<file path="src/rtl/gpio_port_pkg.sv">
`timescale 1ns/1ps
package gpio_port_pkg;

    localparam int OFF_W = 8;
    localparam int BUS_W = 32;

    // register offsets (set alias = base + 4, clear alias = base + 8)
    localparam logic [OFF_W-1:0] OFF_PIN     = 8'h00;
    localparam logic [OFF_W-1:0] OFF_DAT     = 8'h10;
    localparam logic [OFF_W-1:0] OFF_DAT_SET = 8'h14;
    localparam logic [OFF_W-1:0] OFF_DAT_CLR = 8'h18;
    localparam logic [OFF_W-1:0] OFF_MSK     = 8'h20;
    localparam logic [OFF_W-1:0] OFF_MSK_SET = 8'h24;
    localparam logic [OFF_W-1:0] OFF_MSK_CLR = 8'h28;
    localparam logic [OFF_W-1:0] OFF_PUL     = 8'h30;
    localparam logic [OFF_W-1:0] OFF_PUL_SET = 8'h34;
    localparam logic [OFF_W-1:0] OFF_PUL_CLR = 8'h38;
    localparam logic [OFF_W-1:0] OFF_SEL     = 8'h50;
    localparam logic [OFF_W-1:0] OFF_SEL_SET = 8'h54;
    localparam logic [OFF_W-1:0] OFF_SEL_CLR = 8'h58;
    localparam logic [OFF_W-1:0] OFF_DIR     = 8'h60;
    localparam logic [OFF_W-1:0] OFF_DIR_SET = 8'h64;
    localparam logic [OFF_W-1:0] OFF_DIR_CLR = 8'h68;
    localparam logic [OFF_W-1:0] OFF_TRG     = 8'h70;
    localparam logic [OFF_W-1:0] OFF_TRG_SET = 8'h74;
    localparam logic [OFF_W-1:0] OFF_TRG_CLR = 8'h78;
    localparam logic [OFF_W-1:0] OFF_FLG     = 8'h80;

    // latch group indices
    localparam int GRP_DAT = 0;
    localparam int GRP_MSK = 1;
    localparam int GRP_PUL = 2;
    localparam int GRP_SEL = 3;
    localparam int GRP_DIR = 4;
    localparam int GRP_TRG = 5;
    localparam int NUM_GRP = 6;
    localparam int GRP_W   = 3;

    typedef enum logic [1:0] {
        ACC_NONE,
        ACC_SET,
        ACC_CLR
    } acc_kind_e;

    typedef struct packed {
        acc_kind_e        kind;
        logic [GRP_W-1:0] grp;
    } wr_dec_t;

    function automatic wr_dec_t decode_write(input logic [OFF_W-1:0] off);
        wr_dec_t d;
        d.kind = ACC_NONE;
        d.grp  = '0;
        unique case (off)
            OFF_DAT_SET: begin d.kind = ACC_SET; d.grp = GRP_W'(GRP_DAT); end
            OFF_DAT_CLR: begin d.kind = ACC_CLR; d.grp = GRP_W'(GRP_DAT); end
            OFF_MSK_SET: begin d.kind = ACC_SET; d.grp = GRP_W'(GRP_MSK); end
            OFF_MSK_CLR: begin d.kind = ACC_CLR; d.grp = GRP_W'(GRP_MSK); end
            OFF_PUL_SET: begin d.kind = ACC_SET; d.grp = GRP_W'(GRP_PUL); end
            OFF_PUL_CLR: begin d.kind = ACC_CLR; d.grp = GRP_W'(GRP_PUL); end
            OFF_SEL_SET: begin d.kind = ACC_SET; d.grp = GRP_W'(GRP_SEL); end
            OFF_SEL_CLR: begin d.kind = ACC_CLR; d.grp = GRP_W'(GRP_SEL); end
            OFF_DIR_SET: begin d.kind = ACC_SET; d.grp = GRP_W'(GRP_DIR); end
            OFF_DIR_CLR: begin d.kind = ACC_CLR; d.grp = GRP_W'(GRP_DIR); end
            OFF_TRG_SET: begin d.kind = ACC_SET; d.grp = GRP_W'(GRP_TRG); end
            OFF_TRG_CLR: begin d.kind = ACC_CLR; d.grp = GRP_W'(GRP_TRG); end
            default:     begin d.kind = ACC_NONE; d.grp = '0; end
        endcase
        return d;
    endfunction

endpackage

</file>
<file path="src/rtl/gpio_setclr_latch.sv">
`timescale 1ns/1ps
module gpio_setclr_latch #(
    parameter int W = 32
) (
    input  logic         clk,
    input  logic         rst_n,
    input  logic [W-1:0] set_bits,
    input  logic [W-1:0] clr_bits,
    output logic [W-1:0] q
);

    always_ff @(posedge clk or negedge rst_n) begin
        if (!rst_n) begin
            q <= '0;
        end else begin
            q <= (q | set_bits) & ~clr_bits;
        end
    end

endmodule

</file>
<file path="src/rtl/gpio_in_sync.sv">
`timescale 1ns/1ps
module gpio_in_sync #(
    parameter int W = 32
) (
    input  logic         clk,
    input  logic         rst_n,
    input  logic [W-1:0] raw,
    output logic [W-1:0] cur,
    output logic [W-1:0] prev
);

    logic [W-1:0] meta_q;

    always_ff @(posedge clk or negedge rst_n) begin
        if (!rst_n) begin
            meta_q <= '0;
            cur    <= '0;
            prev   <= '0;
        end else begin
            meta_q <= raw;
            cur    <= meta_q;
            prev   <= cur;
        end
    end

endmodule

</file>
<file path="src/rtl/gpio_event_flags.sv">
`timescale 1ns/1ps
module gpio_event_flags #(
    parameter int W = 32
) (
    input  logic         clk,
    input  logic         rst_n,
    input  logic [W-1:0] cur,
    input  logic [W-1:0] prev,
    input  logic [W-1:0] sel,
    input  logic [W-1:0] pol_hi,
    input  logic [W-1:0] edge_mode,
    input  logic [W-1:0] clr_bits,
    output logic [W-1:0] flags
);

    logic [W-1:0] hit;

    for (genvar i = 0; i < W; i++) begin : g_pin
        logic rise_w;
        logic fall_w;
        logic lvl_w;

        assign rise_w = cur[i] & ~prev[i];
        assign fall_w = ~cur[i] & prev[i];
        assign lvl_w  = pol_hi[i] ? cur[i] : ~cur[i];
        assign hit[i] = edge_mode[i] ? (pol_hi[i] ? rise_w : fall_w) : lvl_w;

        // clear and deselect win over a new event
        always_ff @(posedge clk or negedge rst_n) begin
            if (!rst_n) begin
                flags[i] <= 1'b0;
            end else if (!sel[i] || clr_bits[i]) begin
                flags[i] <= 1'b0;
            end else if (hit[i]) begin
                flags[i] <= 1'b1;
            end
        end
    end

endmodule

</file>
<file path="src/rtl/gpio_lowest_pend.sv">
`timescale 1ns/1ps
module gpio_lowest_pend #(
    parameter int W     = 32,
    parameter int IDX_W = 5
) (
    input  logic [W-1:0]     flags,
    output logic [IDX_W-1:0] idx,
    output logic             valid
);

    always_comb begin
        idx   = '0;
        valid = 1'b0;
        for (int i = W - 1; i >= 0; i--) begin
            if (flags[i]) begin
                idx   = IDX_W'(i);
                valid = 1'b1;
            end
        end
    end

endmodule

</file>
<file path="src/rtl/gpio_irq_port.sv">
`timescale 1ns/1ps
module gpio_irq_port
    import gpio_port_pkg::*;
#(
    parameter int PIN_COUNT = 32,
    localparam int IDX_W    = (PIN_COUNT > 1) ? $clog2(PIN_COUNT) : 1
) (
    input  logic                 clk,
    input  logic                 rst_n,
    input  logic [OFF_W-1:0]     bus_addr,
    input  logic                 bus_wr,
    input  logic [BUS_W-1:0]     bus_wdata,
    output logic [BUS_W-1:0]     bus_rdata,
    input  logic [PIN_COUNT-1:0] pin_in,
    output logic [PIN_COUNT-1:0] gpio_out,
    output logic [PIN_COUNT-1:0] gpio_oe,
    output logic [PIN_COUNT-1:0] pull_off,
    output logic                 irq,
    output logic [IDX_W-1:0]     pend_idx,
    output logic                 pend_valid
);

    localparam int W = PIN_COUNT;

    wr_dec_t      dec;
    logic [W-1:0] wbits;
    logic [W-1:0] set_m [NUM_GRP];
    logic [W-1:0] clr_m [NUM_GRP];
    logic [W-1:0] lat_q [NUM_GRP];
    logic [W-1:0] sel_q;
    logic [W-1:0] flag_q;
    logic [W-1:0] flag_clr;
    logic [W-1:0] pin_cur;
    logic [W-1:0] pin_prev;
    logic [W-1:0] rd_w;

    assign wbits = bus_wdata[W-1:0];

    always_comb begin
        if (bus_wr) begin
            dec = decode_write(bus_addr);
        end else begin
            dec = '{kind: ACC_NONE, grp: '0};
        end
    end

    assign sel_q = lat_q[GRP_SEL];

    // shared 0x14 alias: selected pins clear flags, the rest set data
    assign flag_clr = (dec.kind == ACC_SET && dec.grp == GRP_W'(GRP_DAT)) ? (wbits & sel_q) : '0;

    for (genvar g = 0; g < NUM_GRP; g++) begin : g_lat
        logic hit_set;
        logic hit_clr;
        assign hit_set = (dec.kind == ACC_SET) && (dec.grp == GRP_W'(g));
        assign hit_clr = (dec.kind == ACC_CLR) && (dec.grp == GRP_W'(g));
        if (g == GRP_DAT) begin : g_dat
            assign set_m[g] = hit_set ? (wbits & ~sel_q) : '0;
        end else begin : g_oth
            assign set_m[g] = hit_set ? wbits : '0;
        end
        assign clr_m[g] = hit_clr ? wbits : '0;

        gpio_setclr_latch #(.W(W)) u_lat (
            .clk      (clk),
            .rst_n    (rst_n),
            .set_bits (set_m[g]),
            .clr_bits (clr_m[g]),
            .q        (lat_q[g])
        );
    end

    gpio_in_sync #(.W(W)) u_sync (
        .clk   (clk),
        .rst_n (rst_n),
        .raw   (pin_in),
        .cur   (pin_cur),
        .prev  (pin_prev)
    );

    gpio_event_flags #(.W(W)) u_flags (
        .clk       (clk),
        .rst_n     (rst_n),
        .cur       (pin_cur),
        .prev      (pin_prev),
        .sel       (sel_q),
        .pol_hi    (lat_q[GRP_DIR]),
        .edge_mode (lat_q[GRP_TRG]),
        .clr_bits  (flag_clr),
        .flags     (flag_q)
    );

    gpio_lowest_pend #(.W(W), .IDX_W(IDX_W)) u_pend (
        .flags (flag_q),
        .idx   (pend_idx),
        .valid (pend_valid)
    );

    assign gpio_out = lat_q[GRP_DAT];
    assign pull_off = lat_q[GRP_PUL];
    assign gpio_oe  = lat_q[GRP_DIR] & ~sel_q;
    assign irq      = |(flag_q & ~lat_q[GRP_MSK]);

    always_comb begin
        unique case (bus_addr)
            OFF_PIN: rd_w = pin_cur;
            OFF_DAT: rd_w = lat_q[GRP_DAT];
            OFF_MSK: rd_w = lat_q[GRP_MSK];
            OFF_PUL: rd_w = lat_q[GRP_PUL];
            OFF_SEL: rd_w = lat_q[GRP_SEL];
            OFF_DIR: rd_w = lat_q[GRP_DIR];
            OFF_TRG: rd_w = lat_q[GRP_TRG];
            OFF_FLG: rd_w = flag_q;
            default: rd_w = '0;
        endcase
    end

    always_comb begin
        bus_rdata        = '0;
        bus_rdata[W-1:0] = rd_w;
    end

endmodule

</file>
<file path="config.mk">
export PLATFORM = sky130hd
export DESIGN_NAME = gpio_irq_port
export DESIGN_NICKNAME = d
export VERILOG_FILES = /design/src/rtl/gpio_port_pkg.sv /design/src/rtl/gpio_setclr_latch.sv /design/src/rtl/gpio_in_sync.sv /design/src/rtl/gpio_event_flags.sv /design/src/rtl/gpio_lowest_pend.sv /design/src/rtl/gpio_irq_port.sv
export SDC_FILE = /design/constraint.sdc
export NUM_CORES = 1
export LEC_CHECK = 0
export BUFFER_PORTS_ARGS = -buffer_cell sky130_fd_sc_hd__clkbuf_2
export CORE_AREA = 2 2 206 208
export CTS_CLUSTER_SIZE = 28
export DETAILED_ROUTE_END_ITERATION = 10
export DIE_AREA = 0 0 208 210
export HOLD_SLACK_MARGIN = 0.12
export SLEW_MARGIN = 20
export SYNTH_ARGS = -nofsm -noshare
export SYNTH_HDL_FRONTEND = slang
export SYNTH_SLANG_ARGS = --single-unit
</file>
<file path="constraint.sdc">
create_clock -name clk -period 3.8 [get_ports clk]
set_clock_uncertainty 0.1 [all_clocks]
set_input_delay 0.19 -clock clk [delete_from_list [all_inputs] [get_ports clk]]
set_output_delay 0.19 -clock clk [all_outputs]
set_load 0.005 [all_outputs]
</file>
[Word-level counts from Yosys, hierarchy flattened]
Cells that the tools add are included.
Storage, ports and cells
  register bits: 320
  logic and storage cells: 570
  input port bits: 75
Cells by class
  multiplexer cells: 240
  equal/unequal tests: 26
  reduce and logical (&&, ||, !) cells: 111
  bitwise operators: 152
Operators with widths (number)
  32-bit 2-to-1 mux: 13
  32-bit AND: 10
  32-bit inverter: 8
  32-bit one-hot mux with 8 select lines: 1
  1-bit 2-to-1 mux: 192
  32-bit bitwise OR: 6
  5-bit 2-to-1 mux: 33
  8-bit by 7-bit == test with 1-bit output (second input constant): 9
  1-bit AND: 64
  1-bit inverter: 64
  2-bit nonzero test: 32
  5-bit one-hot mux with 12 select lines: 1
  8-bit by 6-bit == test with 1-bit output (second input constant): 6
  1-bit zero test: 32
  1-bit logical OR: 32
  32-bit OR reduction: 1
  8-bit by 5-bit == test with 1-bit output (second input constant): 3
  1-bit logical AND: 12
  8-bit == test (second input constant): 1
  8-bit zero test: 1
  3-bit by 2-bit == test with 1-bit output (second input constant): 2
  3-bit == test (second input constant): 2
  3-bit by 1-bit == test with 1-bit output (second input constant): 1
  3-bit zero test: 1
  other kinds (2): 2

[Depth between registers and ports, before layout]
  word-level depth: 32
  mapped depth: 9
  depth with buffers taken out: 5

[Cells and area by module]
From an unflattened synthesis, not the netlist that was laid out.
Unflattened totals
  cell total of the unflattened synthesis: 1633
  area, all modules: 16832.4 um^2
Modules (own cells, without submodules)
  gpio_setclr_latch: instances 6, area an instance 1121.1 um^2, cells each 64, sequential area each 800.8 um^2
  gpio_irq_port: instances 1, area an instance 5451.5 um^2, cells each 864, sequential area each 0.0 um^2
  gpio_in_sync: instances 1, area an instance 2402.3 um^2, cells each 96, sequential area each 2402.3 um^2
  gpio_event_flags: instances 1, area an instance 1881.8 um^2, cells each 224, sequential area each 800.8 um^2
  gpio_lowest_pend: instances 1, area an instance 370.4 um^2, cells each 65, sequential area each 0.0 um^2

[Worst setup path before layout]
Ideal clock, no wire load.
  kind: input to output
  from: input port bus_addr[4]
  to: output port bus_rdata[16]
  data required time: 3.510 ns
  setup slack: 1.936 ns
  stages: 6
  data arrival time: 1.574 ns
  path through: buf_4 buf_2 mux4_2 nand2_1 o21ai_0 a221o_1
Between the ends
  word-level cells in the longest chain between the ends: 2
  elaborated cells between the ends (all ways): 9
  those cells by class: 7 x eq/ne; 1 x mux; 1 x reduce/logical
RTL lines
  start: declaration: RTL line gpio_irq_port.sv:10  | input logic [OFF_W-1:0] bus_addr,
  8-bit == test, or another cell as far along: RTL line gpio_irq_port.sv:105  | unique case (bus_addr)
  32-bit one-hot mux with 8 select lines (*): RTL line gpio_irq_port.sv:105
  end: declaration: RTL line gpio_irq_port.sv:13  | output logic [BUS_W-1:0] bus_rdata,
Every way passes the cells marked *; elsewhere a longest branch is shown, timed or not.

[Worst setup path after layout]
  from: input port bus_addr[6]
  to: output port bus_rdata[0]
Same word-level chain as after synthesis.

==> results.txt <==
The post-route DRC violation count is 0. The first global-routing pass estimated 78,640 µm of wire. In this run the cell area of the synthesized design comes to around 14,000 µm². The instance count of the mapped netlist came out at 1,361. The floorplan has 75 rows.

In the final timing run, aggregate negative setup slack is 0 ns. The number of antenna violations at the first check in global routing is 3. The endpoint of the lowest-slack register-to-register path is u_flags.flags[4]. The total length of routed wires came out at about 53,000 µm.

STA puts the critical path data arrival time at about 3.2 ns. The number of sinks on the clock net came out at 320. Traced cell by cell, the critical path runs through clkbuf_2 > nor4_1 > nand2_1 > nor3b_1 > a31oi_1 > o221ai_1 > clkbuf_2. The maximum net fanout on the critical path is 16. The synthesized design contains 0 enable-type register cells. The critical path is of the primary input to output port type. The worst hold path passes through 2 cells. The path class of the tightest hold or removal check is primary input to flop.

The commonest cells after synthesis are sky130_fd_sc_hd__a21oi_1, sky130_fd_sc_hd__dfrtp_1, sky130_fd_sc_hd__a31oi_1. The area added between synthesis and finish came out at 25.60%. The floorplan step set the die width to around 210 µm. The number of gates resized after cts is 0.

The fill cell instance count of the final layout came out at slightly above 4k. The final worst setup slack is roughly 0.29 ns. After layout, the minimum clock period comes to ~3.5 ns. Once detail routing completed, the nets flagged for antenna violations numbered 0. The final weighted congestion of routability-driven global placement is ~0.95. The final worst-path cycle share is 0.9249. After the first detailed-routing iteration, the DRC count stood at around 1.3k.

The leakage power came out at about 8 nW. The starting density of the core is 0.3452. The minimum setup slack after placement is 0.6156 ns. Buffers added to address setup during post-CTS repair amount to 0.

The top cell family by delay on the critical path is simple AND/OR/NAND/NOR gates. The placed wire-length estimate came out at 35,810 µm. The number of warnings reported in the yosys synthesis log is 0. The share of the Yosys chip area taken by registers is 0.5593.

The average via count per standard cell is ~5.8. The max-slew violation total from the final report came out at 0. Dividing the detail-routed wire length by the instance count gives roughly 24 µm. The number of failing setup endpoints in the final timing report came out at 0. The number of clock buffers added by TritonCTS is 38.

The clock passes through at most 3 buffers. The startpoint identified for the worst register-to-register timing path is g_lat[5].u_lat.q[4]. The run finished with clean final reports.

STA classifies the critical path startpoint as a primary input. The clock insertion delay at the later pin of the skew report came out at 0.55 ns. The net count of the finished layout came out at about 1.7k. The CTS clock-pin slew for the worst setup and hold paths came out at about 0.050 ns.

The worst reg-to-reg setup slack is 2.57 ns. The synthesized design spends more area on one cell type than any other, namely sky130_fd_sc_hd__dfrtp_1. The core footprint came out at between 40,000 and 50,000 µm².

After routing the design area is approximately 18,000 µm². The share of synthesized registers carrying an async set or reset came out at 1.000. The count of max-cap constraint violations came out at 0. The area of all sequential standard cells is roughly 8000 µm². The tree is rooted in a sky130_fd_sc_hd__clkbuf_16. The worst hold path terminates at u_sync.meta_q[1]. For this run, the leading register cell type out of synthesis is sky130_fd_sc_hd__dfrtp_1. Summing all placed instances gives a cell area of about 16,000 µm². The maximum vdd ir drop is ~0.25 mV. The die footprint came out at ~44,000 µm².

By area the synthesized netlist is led by sky130_fd_sc_hd__dfrtp_1, sky130_fd_sc_hd__a21oi_1, sky130_fd_sc_hd__a31oi_1, sky130_fd_sc_hd__mux4_2, sky130_fd_sc_hd__nor2b_1. The number of nets produced by synthesis came out at 1,436. The floorplan die height is 210 µm. Dividing total power by cell area gives a power density of 462.9 nW/µm². Once layout is complete, the utilization of the core stands at 0.4335.

The number of hold-slack violations in the final timing report is 0. The delay of the slowest cell on the worst path came out at between 0.9 and 1 ns. The transition time at the pin with the least slew margin is between 1 and 1.5 ns.

The multi-input logic area is ~5600 µm². The mean instance size in the synthesized netlist came out at between 10 and 15 µm². STA classifies the critical path endpoint as an output port. Together, buffers and inverters on the worst path number 2. sky130_fd_sc_hd__a21oi_1 is the most common cell in the netlist. The post-synthesis sequential element count is 320.

The pin count of the biggest net entering global routing came out at between 100 and 150. On the critical path, the stage with the largest delay is an instance of sky130_fd_sc_hd__nor4_1. The count of buffers inserted at the top-level ports came out at between 200 and 250.

The cell repeated most along the worst path is sky130_fd_sc_hd__clkbuf_2. The number of top-level design ports is 210. The number of levels the H-tree was split into is 2. The routed layout has between 10k and 15k vias. Setup repair after global routing left no endpoint under its margin. Synthesis instantiated 46 different standard cells from the library.

TritonCTS built the clock tree. The remaining max-slew budget at the tightest pin is 0.2469. Based on the critical path, the design can be clocked at up to about 280 MHz.

The startpoint identified for the worst hold timing path is pin_in[1]. The cell total after placement is about 2k. The first detailed-routing pass took 5 iterations.

The required time of the worst setup path is 3.51 ns. Global routing finished with a remaining overflow of 0. The filler-free cell count of the finished design came out at around 2.2k. In the final layout, the share of cells above drive strength 1 is 0.2195. The number of global-route vias before repair is around 12k. The depth of the most critical reg-to-reg path came out at 4. Of the post-synthesis cell area, the dominant cell type holds 0.5593.

The global-route total usage across every layer came out at 0.2382.
==> metrics by stage <==
stage	power, mW	hold slack, ns
floorplan	4.013	-0.2056
global placement	4.382	0.1991
detailed placement	4.394	0.1996
CTS	8.390	0.1322
global route	8.614	0.1758
finish	8.324	0.1781
==> final cells by class <==
cell class,instances,share of cell area
sequential,320,0.4453
timing repair buffer,312,0.1151
inverter,65,0.01357
multi-input combinational,866,0.3133
clock inverter,15,0.01253
antenna,2,0.0002783
tap,539,0.03751
clock buffer,53,0.06235
==> power by group <==
group | leakage (nW) | internal, mW | total, mW | switching, mW
logic | 3.25 | 0.291 | 0.721 | 0.430
clock network | 0.669 | 2.46 | 3.93 | 1.47
registers | 4.22 | 3.54 | 3.67 | 0.134
==> sequential cells by signal, indices dropped and copies added (netlist names) <==
| name | cells |
|---|---|
| g_lat.u_lat.q | 192 |
| u_sync.prev | 32 |
| u_flags.flags | 32 |
| u_sync.cur | 32 |
| u_sync.meta_q | 32 |
==> per-layer routing <==
| metal | vias to the layer above | GRT usage | share of wire | wire length (µm) |
|---|---|---|---|---|
| met5 | - | 0 | 0.0012 | 61 |
| met4 | 6 | 0.09954 | 0.038 | 1986 |
| met3 | 120 | 0.06555 | 0.095 | 5017 |
| met2 | 638 | 0.3625 | 0.45 | 23750 |
| met1 | 6235 | 0.3216 | 0.41 | 21810 |
| li1 | 5586 | - | - | - |
==> what timing repair did <==
action,CTS,global route
hold buffers,65,0
endpoints found under the setup margin,0,0
hold endpoints to repair,367,0
==> logic make-up after synthesis <==
| family | count (synthesis) | share of synthesized area |
|---|---|---|
| XOR/XNOR | 1 | 0.0006119 |
| buffers and inverters | 175 | 0.05069 |
| multiplexers | 57 | 0.06205 |
| flip-flops | 320 | 0.5593 |
| AO/OA/AOI/OAI | 572 | 0.2370 |
| AND/OR/NAND/NOR | 236 | 0.09028 |
==> how the worst max path moves through the flow <==
stage                      from       endpoint  slack, ns  depth (start not counted)
finish              bus_addr[6]   bus_rdata[0]       0.29                          7
global route        bus_addr[6]  bus_rdata[25]       0.30                          7
CTS                 bus_addr[6]   bus_rdata[0]       0.59                          7
detailed placement  bus_addr[6]   bus_rdata[0]       0.62                          7
global placement    bus_addr[6]   bus_rdata[0]       0.44                          7
floorplan           bus_addr[4]  bus_rdata[16]       1.94                          6
==> placed cells by master, fill, tap and decap left out, types with 3 or more instances in the layout <==
cell type                       netlist  routed
sky130_fd_sc_hd__a2111oi_0            3       3
sky130_fd_sc_hd__a211oi_1             3       3
sky130_fd_sc_hd__a21oi_1            325     325
sky130_fd_sc_hd__a221o_1             17      17
sky130_fd_sc_hd__a221oi_1            33      33
sky130_fd_sc_hd__a222oi_1             5       5
sky130_fd_sc_hd__a22o_1               5       5
sky130_fd_sc_hd__a22oi_1             18      18
sky130_fd_sc_hd__a31oi_1            105     105
sky130_fd_sc_hd__and2_1               5       5
sky130_fd_sc_hd__and3_1               4       4
sky130_fd_sc_hd__buf_12               0       6
sky130_fd_sc_hd__buf_4                4      33
sky130_fd_sc_hd__bufinv_16            0       6
sky130_fd_sc_hd__clkbuf_1            62       7
sky130_fd_sc_hd__clkbuf_16            0      41
sky130_fd_sc_hd__clkbuf_2             0     207
sky130_fd_sc_hd__clkbuf_8             0       5
sky130_fd_sc_hd__clkinv_2             0       9
sky130_fd_sc_hd__dfrtp_1            320     320
sky130_fd_sc_hd__dlygate4sd3_1        0      65
sky130_fd_sc_hd__inv_1               65      65
sky130_fd_sc_hd__mux2_2              14      14
sky130_fd_sc_hd__mux2i_1             19      19
sky130_fd_sc_hd__mux4_2              24      24
sky130_fd_sc_hd__nand2_1             67      67
sky130_fd_sc_hd__nand3_1              8       8
sky130_fd_sc_hd__nand4_1              5       5
sky130_fd_sc_hd__nor2_1               9       7
sky130_fd_sc_hd__nor2b_1             66      66
sky130_fd_sc_hd__nor3_1              37      35
sky130_fd_sc_hd__nor3b_1             11      10
sky130_fd_sc_hd__nor3b_4              0       5
sky130_fd_sc_hd__nor4_1              12      12
sky130_fd_sc_hd__o21ai_0             24      24
sky130_fd_sc_hd__o221ai_1             8       8
sky130_fd_sc_hd__o22ai_1             16      16
Power figures use the tool's default switching activity.
